$ cat config.mk
export PLATFORM = sky130hd
export DESIGN_NAME = rp_intq
export DESIGN_NICKNAME = d
export VERILOG_FILES = /design/src/rtl/rp_intq_pkg.sv /design/src/rtl/rp_intq_fifo.sv /design/src/rtl/rp_intq_regs.sv /design/src/rtl/rp_intq.sv
export SDC_FILE = /design/constraint.sdc
export NUM_CORES = 1
export LEC_CHECK = 0
export ABC_AREA = 1
export BUFFER_PORTS_ARGS = -buffer_cell sky130_fd_sc_hd__buf_2
export CORE_MARGIN = 2
export CORE_UTILIZATION = 30
export DETAILED_ROUTE_END_ITERATION = 7
export PLACE_DENSITY = 0.61
export SYNTH_ARGS = -nofsm -noshare
export SYNTH_HDL_FRONTEND = slang
export SYNTH_SLANG_ARGS = --single-unit
export TNS_END_PERCENT = 10
$ cat constraint.sdc
create_clock -name clk -period 2.4 [get_ports clk]
set_input_delay 0.12 -clock clk [delete_from_list [all_inputs] [get_ports clk]]
set_output_delay 0.12 -clock clk [all_outputs]
set_load 0.02 [all_outputs]
$ cat src/rtl/rp_intq_pkg.sv
// Package: shared constants and types for the root port interrupt queue.
// Assumes a word-addressed 32-bit register port.
package rp_intq_pkg;
    localparam int unsigned DATA_W = 32;
    localparam int unsigned ADDR_W = 8;
    localparam int unsigned LANE_W = 2;

    // word addresses
    localparam logic [ADDR_W-1:0] A_DECODE = 8'h4E;
    localparam logic [ADDR_W-1:0] A_MASK   = 8'h4F;
    localparam logic [ADDR_W-1:0] A_PHY    = 8'h51;
    localparam logic [ADDR_W-1:0] A_CTRL   = 8'h52;
    localparam logic [ADDR_W-1:0] A_HEAD0  = 8'h56;
    localparam logic [ADDR_W-1:0] A_HEAD1  = 8'h57;

    // bit positions
    localparam int unsigned B_INTX   = 16;
    localparam int unsigned B_LINK   = 11;
    localparam int unsigned B_BREN   = 0;
    localparam int unsigned B_NEMPTY = 18;
    localparam int unsigned B_OVF    = 19;
    localparam int unsigned B_VALID  = 31;
    localparam int unsigned B_LEVEL  = 29;
    localparam int unsigned B_LANE   = 27;

    typedef struct packed {
        logic              level;
        logic [LANE_W-1:0] lane;
    } intx_evt_t;
endpackage

$ cat src/rtl/rp_intq_fifo.sv
// Module: circular event store with one slot always unused.
// Assumes DEPTH >= 2; a push when full is refused, a pop when empty is refused.
module rp_intq_fifo
    import rp_intq_pkg::*;
#(
    parameter int unsigned DEPTH = 8,
    localparam int unsigned PTR_W = $clog2(DEPTH),
    localparam int unsigned CNT_W = $clog2(DEPTH + 1)
) (
    input  logic             clk,
    input  logic             rst_n,
    input  logic             push,
    input  intx_evt_t        push_evt,
    input  logic             pop,
    output logic             push_ok,
    output logic             pop_ok,
    output intx_evt_t        head,
    output logic             empty,
    output logic             one_left,
    output logic [CNT_W-1:0] count,
    output logic [PTR_W-1:0] rd_ptr
);
    intx_evt_t        mem [DEPTH];
    logic [PTR_W-1:0] wr_ptr;

    function automatic logic [PTR_W-1:0] step(input logic [PTR_W-1:0] p);
        return (p == PTR_W'(DEPTH - 1)) ? '0 : p + 1'b1;
    endfunction

    logic full;
    assign full     = (step(wr_ptr) == rd_ptr);
    assign empty    = (wr_ptr == rd_ptr);
    assign push_ok  = push & ~full;
    assign pop_ok   = pop & ~empty;
    assign head     = mem[rd_ptr];
    assign one_left = (count == CNT_W'(1));

    // Occupancy derived from the pointer distance.
    always_comb begin
        if (wr_ptr >= rd_ptr) count = CNT_W'(wr_ptr - rd_ptr);
        else                  count = CNT_W'(DEPTH) - CNT_W'(rd_ptr) + CNT_W'(wr_ptr);
    end

    // Pointer advance on accepted push and pop.
    always_ff @(posedge clk) begin
        if (!rst_n) begin
            wr_ptr <= '0;
            rd_ptr <= '0;
        end else begin
            if (push_ok) wr_ptr <= step(wr_ptr);
            if (pop_ok)  rd_ptr <= step(rd_ptr);
        end
    end

    // Entry storage; contents are only read while non-empty.
    always_ff @(posedge clk) begin
        if (push_ok) mem[wr_ptr] <= push_evt;
    end
endmodule

$ cat src/rtl/rp_intq_regs.sv
// Module: register file, pending/mask logic and read mux.
// Assumes fifo status inputs describe the state before the current edge.
module rp_intq_regs
    import rp_intq_pkg::*;
(
    input  logic              clk,
    input  logic              rst_n,
    input  logic              wr_en,
    input  logic [ADDR_W-1:0] addr,
    input  logic [DATA_W-1:0] wdata,
    input  logic              link_up,
    input  logic              evt_valid,
    input  logic              q_push_ok,
    input  logic              q_pop_ok,
    input  logic              q_empty,
    input  logic              q_one_left,
    input  intx_evt_t         q_head,
    output logic              pop_req,
    output logic [DATA_W-1:0] rdata,
    output logic              irq,
    output logic              bridge_en,
    output logic              pend_intx,
    output logic              ovf_flag,
    output logic              intx_mask
);
    logic [DATA_W-1:0] mask_q;
    logic              wr_dec, wr_mask, wr_ctrl;
    logic              nonempty_nxt;
    logic [DATA_W-1:0] pend_vec, head_word;

    assign wr_dec   = wr_en && (addr == A_DECODE);
    assign wr_mask  = wr_en && (addr == A_MASK);
    assign wr_ctrl  = wr_en && (addr == A_CTRL);
    assign pop_req  = wr_en && ((addr == A_HEAD0) || (addr == A_HEAD1));
    assign nonempty_nxt = q_push_ok | (~q_empty & ~(q_pop_ok & q_one_left));
    assign intx_mask = mask_q[B_INTX];

    // Pending vector: only the INTx source can be pending.
    always_comb begin
        pend_vec         = '0;
        pend_vec[B_INTX] = pend_intx;
    end
    assign irq = |(pend_vec & mask_q);

    // Stored control state.
    always_ff @(posedge clk) begin
        if (!rst_n) begin
            mask_q    <= '0;
            pend_intx <= 1'b0;
            ovf_flag  <= 1'b0;
            bridge_en <= 1'b0;
        end else begin
            if (wr_mask) mask_q <= wdata;
            pend_intx <= (pend_intx & ~(wr_dec & wdata[B_INTX])) | nonempty_nxt;
            if (evt_valid && !q_push_ok)  ovf_flag <= 1'b1;
            else if (wr_ctrl && wdata[B_OVF]) ovf_flag <= 1'b0;
            if (wr_ctrl) bridge_en <= wdata[B_BREN];
        end
    end

    // Head entry formatted as the first FIFO read word.
    always_comb begin
        head_word                       = '0;
        head_word[B_VALID]              = 1'b1;
        head_word[B_LEVEL]              = q_head.level;
        head_word[B_LANE +: LANE_W]     = q_head.lane;
    end

    // Combinational read mux.
    always_comb begin
        rdata = '0;
        case (addr)
            A_DECODE: rdata = pend_vec;
            A_MASK:   rdata = mask_q;
            A_PHY:    rdata[B_LINK] = link_up;
            A_CTRL: begin
                rdata[B_BREN]   = bridge_en;
                rdata[B_NEMPTY] = ~q_empty;
                rdata[B_OVF]    = ovf_flag;
            end
            A_HEAD0:  rdata = q_empty ? '0 : head_word;
            default:  rdata = '0;
        endcase
    end
endmodule

$ cat src/rtl/rp_intq.sv
// Module: top of the root port INTx event queue.
// Assumes one event per cycle at most, and no backpressure on events.
module rp_intq
    import rp_intq_pkg::*;
#(
    parameter int unsigned DEPTH = 8
) (
    input  logic              clk,
    input  logic              rst_n,
    input  logic              bus_wr_en,
    input  logic [ADDR_W-1:0] bus_addr,
    input  logic [DATA_W-1:0] bus_wdata,
    output logic [DATA_W-1:0] bus_rdata,
    input  logic              evt_valid,
    input  logic [LANE_W-1:0] evt_lane,
    input  logic              evt_level,
    input  logic              link_up,
    output logic              irq,
    output logic              bridge_en
);
    localparam int unsigned PTR_W = $clog2(DEPTH);
    localparam int unsigned CNT_W = $clog2(DEPTH + 1);

    intx_evt_t        new_evt, q_head;
    logic             q_push_ok, q_pop_ok, q_empty, q_one_left, pop_req;
    logic [CNT_W-1:0] q_count;
    logic [PTR_W-1:0] rd_ptr;
    logic             pend_intx, ovf_flag, intx_mask;

    assign new_evt.level = evt_level;
    assign new_evt.lane  = evt_lane;

    rp_intq_fifo #(.DEPTH(DEPTH)) u_fifo (
        .clk      (clk),
        .rst_n    (rst_n),
        .push     (evt_valid),
        .push_evt (new_evt),
        .pop      (pop_req),
        .push_ok  (q_push_ok),
        .pop_ok   (q_pop_ok),
        .head     (q_head),
        .empty    (q_empty),
        .one_left (q_one_left),
        .count    (q_count),
        .rd_ptr   (rd_ptr)
    );

    rp_intq_regs u_regs (
        .clk        (clk),
        .rst_n      (rst_n),
        .wr_en      (bus_wr_en),
        .addr       (bus_addr),
        .wdata      (bus_wdata),
        .link_up    (link_up),
        .evt_valid  (evt_valid),
        .q_push_ok  (q_push_ok),
        .q_pop_ok   (q_pop_ok),
        .q_empty    (q_empty),
        .q_one_left (q_one_left),
        .q_head     (q_head),
        .pop_req    (pop_req),
        .rdata      (bus_rdata),
        .irq        (irq),
        .bridge_en  (bridge_en),
        .pend_intx  (pend_intx),
        .ovf_flag   (ovf_flag),
        .intx_mask  (intx_mask)
    );
endmodule

==> flow_metrics.py <==
metrics = {
    "power": {
        "swShare_pct": 24.6,
        "p_int_w": 0.00181,
        "leakagePower_nw": 1.57,
        "seq_power_share_pct": 51.4,
        "pwr-share-comb_pct": 9.4,
        "switchingPower_w": 0.000593,
        "clkPwrFrac_pct": 39.1,
        "ir_drop_mv": 0.245,
        "power.density_nw_per_um2": 629,
    },
    "yosys": {
        "ys_ff_latch": 68,
        "synth.avg_cell_area_um2": 8.30,
        "synth_fa_ha_area_share_pct": 4.09,
        "ys_seq_area_share_pct": 51.3,
        "synth-simple-area-share_pct": 15.7,
        "synth_mux_area_share_pct": 0,
        "yosys_warnings": 0,
        "synth-compound-area-share_pct": 18.1,
        "ys_types": 24,
        "synth_cells": 376,
        "synth-xor-area-share_pct": 0,
        "syn-num-nets": 433,
        "synth.cell_area_um2": 3120,
        "synth_top_family_by_area": "compound AO/OA/AOI/OAI gates",
    },
    "global_routing": {
        "grt_pass1_vias": 2513,
        "grt_pass1_wl_um": 11700,
        "track_usage_pct": 13.0,
        "grt_max_degree": 65,
        "overflow": 0,
        "antenna_found_initial": 0,
    },
    "drt": {
        "postRouteAntennaNets": 0,
        "drcViolationCount": 0,
        "wl_per_cell_um": 11.9,
        "dr_total_vias": 2685,
        "wl_um": 7080,
        "dr.pass1.iters": 5,
        "vias_per_cell": 4.50,
        "drt_iter0_drc": 222,
    },
    "status": {
        "status": "completed",
    },
    "cells_and_area": {
        "post-route-util_pct": 37.4,
        "final_layout_size_suffix_gt1_share_pct": 23.9,
        "antenna_cells": 0,
        "syn2layout_area_growth_pct": 22.7,
        "layout_commonest_cell": "buf_2",
        "final_nets": 513,
        "final.fill_count": 1057,
        "final_cell_mix": "buf_2 (81), inv_1 (57), nor2_1 (52)",
    },
    "floorplan": {
        "die_y_um": 106,
        "core_area_um2": 10200,
        "dieArea_um2": 11200,
        "design.portCount": 82,
        "dieWidth_um": 106,
        "initial_core_util_pct": 30.5,
        "num_rows": 37,
    },
    "placement": {
        "place_congestion": 0.843,
        "io_buffer_count": 81,
        "hpwlAfterDp_um": 5310,
    },
    "job": {
        "max_cap_violations": 0,
    },
    "worst_hold_path": {
        "worstHoldPathCells": 3,
        "hp-class": "input port to flip-flop",
        "worstHoldStart": "bus_wdata[9]",
    },
    "timing": {
        "fmax_ghz": 0.461,
        "hold_viol_final": 0,
        "slew_headroom_pct": 54.6,
        "rsz0062_at_grt": "false",
        "finClkSkew_ns": 0.00748,
        "fin_crit_sh_pct": 90.4,
        "setup_violations": 0,
        "slew_viol_final": 0,
        "min_period_ns": 2.17,
        "worst_pin_slew_ns": 0.681,
        "fin_tns_setup_ns": 0,
    },
    "setup_path": {
        "cp-end-kind": "output port",
        "cp_max_fo": 4,
        "critPathArrivalTime_ns": 2.05,
        "cp-startpoint": "u_fifo.rd_ptr[1]",
        "worstPathRequired_ns": 2.28,
        "startpoint_type": "flip-flop",
        "worstSetupPathType": "flip-flop to output port",
        "reg2reg_depth": 11,
        "r2r-start": "u_fifo.wr_ptr[0]",
    },
    "clock_tree": {
        "clk_pin_slew_worst_paths_ns": 0.07,
        "cts_tree": "done",
        "cts_setup_buffers": 0,
        "cts_root_buffer": "clkbuf_8",
        "cts.htree.levels": 3,
        "cts_hold_buf": 0,
        "cts-buffers-inserted": 9,
        "cts_resized": 0,
        "clockBufferDepth": 2,
        "clkSinkCount": 68,
        "clk_latency_ns": 0.34,
    },
}
path summary, 6_finish.rpt:
check                            to  slack, ns
setup reg to reg   u_regs.pend_intx       0.26
hold reg to reg   u_regs.mask_q[10]       0.45
setup / recovery      bus_rdata[28]       0.23
hold / removal     u_regs.mask_q[9]       0.04
flip-flops by register name, summed over array words and instances (netlist names), named ones only:
| signal | cells |
|---|---|
| u_regs.mask_q | 32 |
| u_fifo.mem | 24 |
| u_fifo.rd_ptr | 3 |
| u_fifo.wr_ptr | 3 |
| u_regs.bridge_en | 1 |
| u_regs.ovf_flag | 1 |
| u_regs.pend_intx | 1 |
power by group through the flow:
stage | Combinational (W) | Sequential (W) | Clock, W
2_1_floorplan | 0.000135 | 0.00126 | 0
3_3_place_gp | 0.000217 | 0.00126 | 0
3_5_place_dp | 0.000222 | 0.00126 | 0
4_1_cts | 0.000224 | 0.00124 | 0.000969
5_1_grt | 0.000262 | 0.00124 | 0.00102
6_report | 0.000226 | 0.00124 | 0.000942
per-stage QoR:
step	cell area (µm²)	power, W	setup slack (ns)	std cells	hold WS [ns]
after global routing	3830	0.00253	0.0243	597	0.0302
after detailed placement	3610	0.00149	0.185	581	0.391
after global placement	3610	0.00148	0.241	581	0.383
after floorplan	3120	0.00139	0.322	376	0.219
after CTS	3820	0.00243	0.0566	597	0.0261
final	3830	0.00241	0.231	597	0.0426
cells by family after synthesis:
group                    Yosys count
buffers and inverters             75
AND/OR/NAND/NOR                  115
adder cells (fa/ha/maj)            9
flip-flops                        68
AO/OA/AOI/OAI                    109
cell usage after synthesis:
library cell	number	area (µm²)
nor2_2	2	12.5
nand3_4	1	17.5
nand2_1	34	128
nand3_1	11	55.1
clkbuf_1	2	7.51
buf_2	8	40.0
inv_2	1	3.75
dfxtp_1	44	881
o21ai_0	29	145
a21oi_1	42	210
o211ai_1	6	45.0
o21ai_1	31	155
inv_1	57	214
o21bai_1	1	7.51
buf_1	1	3.75
buf_6	6	67.6
nor2_1	52	195
ha_1	7	87.6
nand4_1	1	6.26
and2_4	1	8.76
edfxtp_1	24	721
or2_1	2	12.5
fa_1	2	40.0
nor3_1	11	55.1
metal layers:
| metal | GRT usage (%) | vias to the layer above | share of wire, % | routed length (µm) |
|---|---|---|---|---|
| met5 | 0 | - | 0 | 0 |
| met4 | 5.83 | 0 | 2.4 | 172 |
| met3 | 3.00 | 15 | 3.7 | 260 |
| met2 | 20.9 | 54 | 47 | 3310 |
| met1 | 16.6 | 1223 | 47 | 3340 |
| li1 | - | 1393 | - | - |
cell type report:
cell class / instances / area (µm²) / area share, %
Timing Repair Buffer: 86 / 443 / 11.6
Clock inverter: 4 / 28.8 / 0.752
Sequential cell: 68 / 1610 / 41.9
Multi-Input combinational cell: 233 / 1190 / 31.0
Tap cell: 136 / 170 / 4.44
Clock buffer: 12 / 178 / 4.64
Inverter: 58 / 218 / 5.69
worst max-delay path: stages (launching register included):
cell and delay [ns]:
dfxtp_2 0.38, inv_1 0.09, ha_1 0.32, nand3_2 0.12, nand2_1 0.08, nor3_1 0.18, buf_4 0.18, nand3_1 0.09
o21ai_0 0.08, buf_2 0.19
(Power assumes the default switching activity.)
